--- src/rtl/rwc_win_cnt.sv ---
`timescale 1ns/1ps
module rwc_win_cnt #(
  parameter int unsigned CW = 4
) (
  input  logic          clk_i,
  input  logic          rst_n_i,
  input  logic          start_i,
  input  logic          step_i,
  output logic [CW-1:0] cnt_o
);
  logic [CW-1:0] cnt_q;
  logic [CW-1:0] cnt_d;
  logic          cnt_en;

  assign cnt_en = start_i | step_i;

  always_comb begin
    if (start_i) begin
      cnt_d = CW'(1);
    end else begin
      cnt_d = cnt_q + CW'(1);
    end
  end

  always_ff @(posedge clk_i or negedge rst_n_i) begin
    if (!rst_n_i) begin
      cnt_q <= '0;
    end else if (cnt_en) begin
      cnt_q <= cnt_d;
    end
  end

  assign cnt_o = cnt_q;
endmodule

--- config.mk ---
export PLATFORM = sky130hd
export DESIGN_NAME = rwc_win_cnt
export DESIGN_NICKNAME = d
export VERILOG_FILES = /design/src/rtl/rwc_win_cnt.sv
export SDC_FILE = /design/constraint.sdc
export NUM_CORES = 1
export LEC_CHECK = 0
export BUFFER_PORTS_ARGS = -buffer_cell sky130_fd_sc_hd__buf_2
export CAP_MARGIN = 20
export CORE_AREA = 2 2 39 41
export CTS_CLUSTER_SIZE = 8
export DETAILED_ROUTE_END_ITERATION = 6
export DIE_AREA = 0 0 41 43
export GPL_ROUTABILITY_DRIVEN = 1
export PLACE_DENSITY_LB_ADDON = 0.1
export SETUP_SLACK_MARGIN = 0.1
export SYNTH_ARGS = -nofsm -noshare
export SYNTH_HDL_FRONTEND = slang
export SYNTH_SLANG_ARGS = --single-unit
--- constraint.sdc ---
create_clock -name clk_i -period 0.9 [get_ports clk_i]
set_clock_uncertainty 0.05 [all_clocks]
set_input_delay 0.09 -clock clk_i [delete_from_list [all_inputs] [get_ports clk_i]]
set_output_delay 0.09 -clock clk_i [all_outputs]
set_load 0.02 [all_outputs]
# [Yosys cells after proc, flatten, opt, wreduce, memory -nomap -nowiden]
# Index checks and enable logic that the tools add are counted.
# Widths: inputs -> output; s select.
[totals] ff_bits=4 inputBits=4 output_inout_bits=4 wordCells=4
[op_classes] addsub=1 n_mux=1 n_bitwise=1
[op_table] operator="$add 4x1->4 const B" n=1
[op_table] operator="$mux 4" n=1
[op_table] operator="$or 1x1->1" n=1

# [Longest topological paths before layout]
[logic_depth] ltp_word=2 ltp_mapped=3

# [Worst setup path before layout]
# Ideal clock, no wire load.
[synth_path] path_kind="reg-to-reg" start="reg cnt_q[0], in the netlist cnt_o[0]" end="reg cnt_q[2], in the netlist cnt_o[2]" arrival_time_ns=0.987 t_required_ns=0.773 setup_slack_ns=-0.215 stages_incl_launch_ff=4 n_path_buf=0 period_less_slack_ns=1.115 path_cell_list="dfrtp_1 ha_1 a21bo_2 a21oi_1"
[synth_between] elab_chain_cells=2
[synth_rtl] element="start: declaration" line="11" source="logic [CW-1:0] cnt_q;"
[synth_rtl] element="start signal: assignment" line="29" source="cnt_q <= cnt_d;"
[synth_rtl] element="$add 4x1->4" line="21" source="cnt_d = cnt_q + CW'(1);"
[synth_rtl] element="$mux 4" line="18" source="if (start_i) begin"
# Every way passes these cells.
# A chain may end at the register's enable or synchronous reset.

# [Worst setup path in the final report]
[layout_path] start="reg cnt_q[1], in the netlist cnt_o[1]" end="out cnt_o[1]"
[layout_rtl] element="end: declaration" line="9" source="output logic [CW-1:0] cnt_o"
# No word-level cell between the ends.

==> reports/results.txt <==
After clock tree synthesis, the clock-pin slew on the worst setup and hold paths is 0.04 ns. The logs give 0.91 ns for the data arrival time at the worst-slack endpoint and -0.148 ns for the minimum setup slack in the final design. For the number of antenna violations at the first check in global routing, the log shows 0. For the number of buffers on the longest clock path, the log shows 2. STA classifies the critical path endpoint as a primary output.

By startpoint and endpoint, the worst setup path is classified as flop to primary output. The post-synth net total was 21; the static leakage power was 0.172 nW. The mean area per synthesized cell was 12.2 sq um; the largest net degree at the start of global routing was 6. The die covers 1760 sq um. The flow ran to the end, but the final reports show violations. The worst path in the final design needs a cycle of 1.05 ns, including I/O delays and setup.

Setup violations remaining at the end of the flow were counted as 8. The synthesized netlist occupies a cell area of 195 sq um. For the total number of vias, the log shows 178.

The count of nets left with antenna violations once routing finished came out at 0. The tools report the flip-flop and latch area as 104 sq um. The count of cells in the finished layout, fillers not included, comes to 48. The register bit total from synthesis was 4; the die boundary height was 43 um. The depth of the CTS H-tree was 1. The number of failing hold endpoints at the final stage is 0.

The run gives 27.5% as the core occupancy in the finished layout. Setup repair after global routing could not meet its margin everywhere. The net count reported at finish is 38. The critical path required time was 0.76 ns. The final reports fail on negative setup slack. At the pin with the least slew margin, the transition time is 0.124 ns. The path category of the worst min-delay check was primary input to flop.

The logs give 91.5% for the headroom to the max-slew limit and 954 MHz for the timing-limited maximum frequency. For this block, the initial DRC count from the detailed router was 0. In this run the core area contains 14 standard-cell rows.

In the routed design, unresolved DRC markers number 0. The average vias per placed instance works out to 3.71. The library cells used most frequently in the layout, excluding fill and tap cells, are buf_6, clkbuf_4, dfrtp_2, buf_2, nor2_1. Yosys mapped the design onto 12 distinct sky130hd cell types. Counting every instance in the synthesized netlist gives 16.

The via count of the first global-routing pass came out at 195. The boundary pin count came out at 8. The tools report the final-report max-slew violation count as 0. The area growth from synthesis to layout is 94.9%. The total clock sinks was 4; the clock latency reported for the late side of the worst-skew pair was 0.24 ns.

Number of optimization iterations in the first detailed-route pass: 1. Total congestion overflow after global routing: 0. In this run the worst path has a maximum fanout of 3. The tools report the pre-CTS setup slack as -0.135 ns. The sequential area share after synthesis came out at 51.3%. In the final layout, the share of cells above drive strength 1 is 68.8%. Including well taps, the total number of placed cells is 42. The first global-routing pass estimated 765 um of wire. The tools report the final hold slack as 0.0170 ns.

The most common cell after layout, fill and taps aside is buf_6. The tree is rooted in a clkbuf_4. Wires add up to 454 um. Max-cap violations in this run came to 0. The number of buffers added on ports works out to 7.

Area inside the core boundary: 1380 sq um. From left edge to right edge, the die measures 41 um. Yosys printed 0 warnings. Global routing used 7.04% of the available tracks. TritonCTS built the clock tree. The total inserted antenna cells was 0; the number of buffers inserted during clock tree synthesis was 3. The initial cell density of the core is 14.1%. IR analysis of the VDD net gives a maximum drop of 0.400 mV. The last weighted congestion value of the routability-driven placer is 0.669.

The final critical path takes up 116% of the cycle. In this run the power density over the cells is 1630 nW/um^2. The total area of multi-input combinational cells is 119 sq um. The worst setup path is launched from a flop. The register with the most flip-flops in the layout has 4 of them.

The run gives 149 as the number of filler instances in the final layout. In the final routed layout, each cell accounts on average for 9.46 um.
==> worst paths after layout <==
path	startpoint	end	slack [ns]	cells after the start
worst min-delay path	start_i	cnt_o[2]$_DFFE_PN0P_	0.02	2
worst max-delay path	cnt_o[1]$_DFFE_PN0P_	cnt_o[1]	-0.15	2
max in group asynchronous	rst_n_i	cnt_o[0]$_DFFE_PN0P_	0.53	2
worst min register to register	cnt_o[2]$_DFFE_PN0P_	cnt_o[2]$_DFFE_PN0P_	0.55	2
worst max register to register	cnt_o[1]$_DFFE_PN0P_	cnt_o[3]$_DFFE_PN0P_	-0.13	2
min in group asynchronous	rst_n_i	cnt_o[2]$_DFFE_PN0P_	0.14	2
==> worst max-delay path, cell delays in order, from the launching register on <==
cell and delay (ns):
dfrtp_2 0.43, buf_6 0.12, buf_6 0.12
==> synth_stat cells <==
cell      number  share of area (%)
nand3b_1       1                3.8
nand4_1        1                3.2
a21oi_1        1                2.6
mux2i_1        1                5.1
mux2_4         1                7.7
a21bo_2        1                5.1
dfrtp_1        4                 51
nand2b_1       1                3.2
nor2_1         2                3.8
ha_1           1                6.4
nor2b_1        1                3.2
xnor2_1        1                4.5
==> logic make-up (layout without fill, tap and decap cells) <==
family | after synthesis | in the layout | share of synthesized area (%)
DFF | 4 | 4 | 51.3
adders and majority gates | 1 | 1 | 6.41
xor gates and xnor gates | 1 | 1 | 4.49
buffers and inverters | 0 | 16 | 0
AOI/OAI and AO/OA | 2 | 2 | 7.69
and+or+nand+nor | 6 | 6 | 17.3
muxes | 2 | 2 | 12.8
==> power by group <==
group          internal, mW  leakage, nW  switching (mW)
sequential            0.197       0.0474          0.0185
clock                 0.167       0.0150          0.0811
combinational        0.0944        0.110          0.0609
==> per-stage QoR <==
stage | TNS [ns] | power (mW) | instance area [sq um]
2_1_floorplan | -0.425 | 0.271 | 211
3_3_place_gp | -0.420 | 0.326 | 289
3_5_place_dp | -0.391 | 0.326 | 289
4_1_cts | -0.882 | 0.636 | 380
5_1_grt | -1.02 | 0.665 | 380
6_report | -0.777 | 0.619 | 380
==> repair_timing <==
action	4_1_cts	5_1_grt
pin swaps	3	1
hold buffers	1	0
buffers inserted	1	0
endpoints found under the hold margin	4	0
gates resized for setup	13	0
endpoints found under the setup margin	8	8
gates cloned	0	0
==> layout make-up <==
cell class	instances	share of cell area (%)
sequential	4	27.3
clock buffer	4	6.91
timing repair buffer	12	29.3
tap	16	5.26
multi-input combinational	12	31.2
==> metal layers <==
layer  share of wire [%]  track usage [%]  vias up  routed length [um]
met5                   0                0        -                   0
met4                   0             6.00        0                   0
met3                 7.3             3.14        0                  33
met2                  50             10.6        5                 225
met1                  43             6.80       85                 195
li1                    -                -       88                   -
Note: power is estimated with default switching activity, not from simulation.
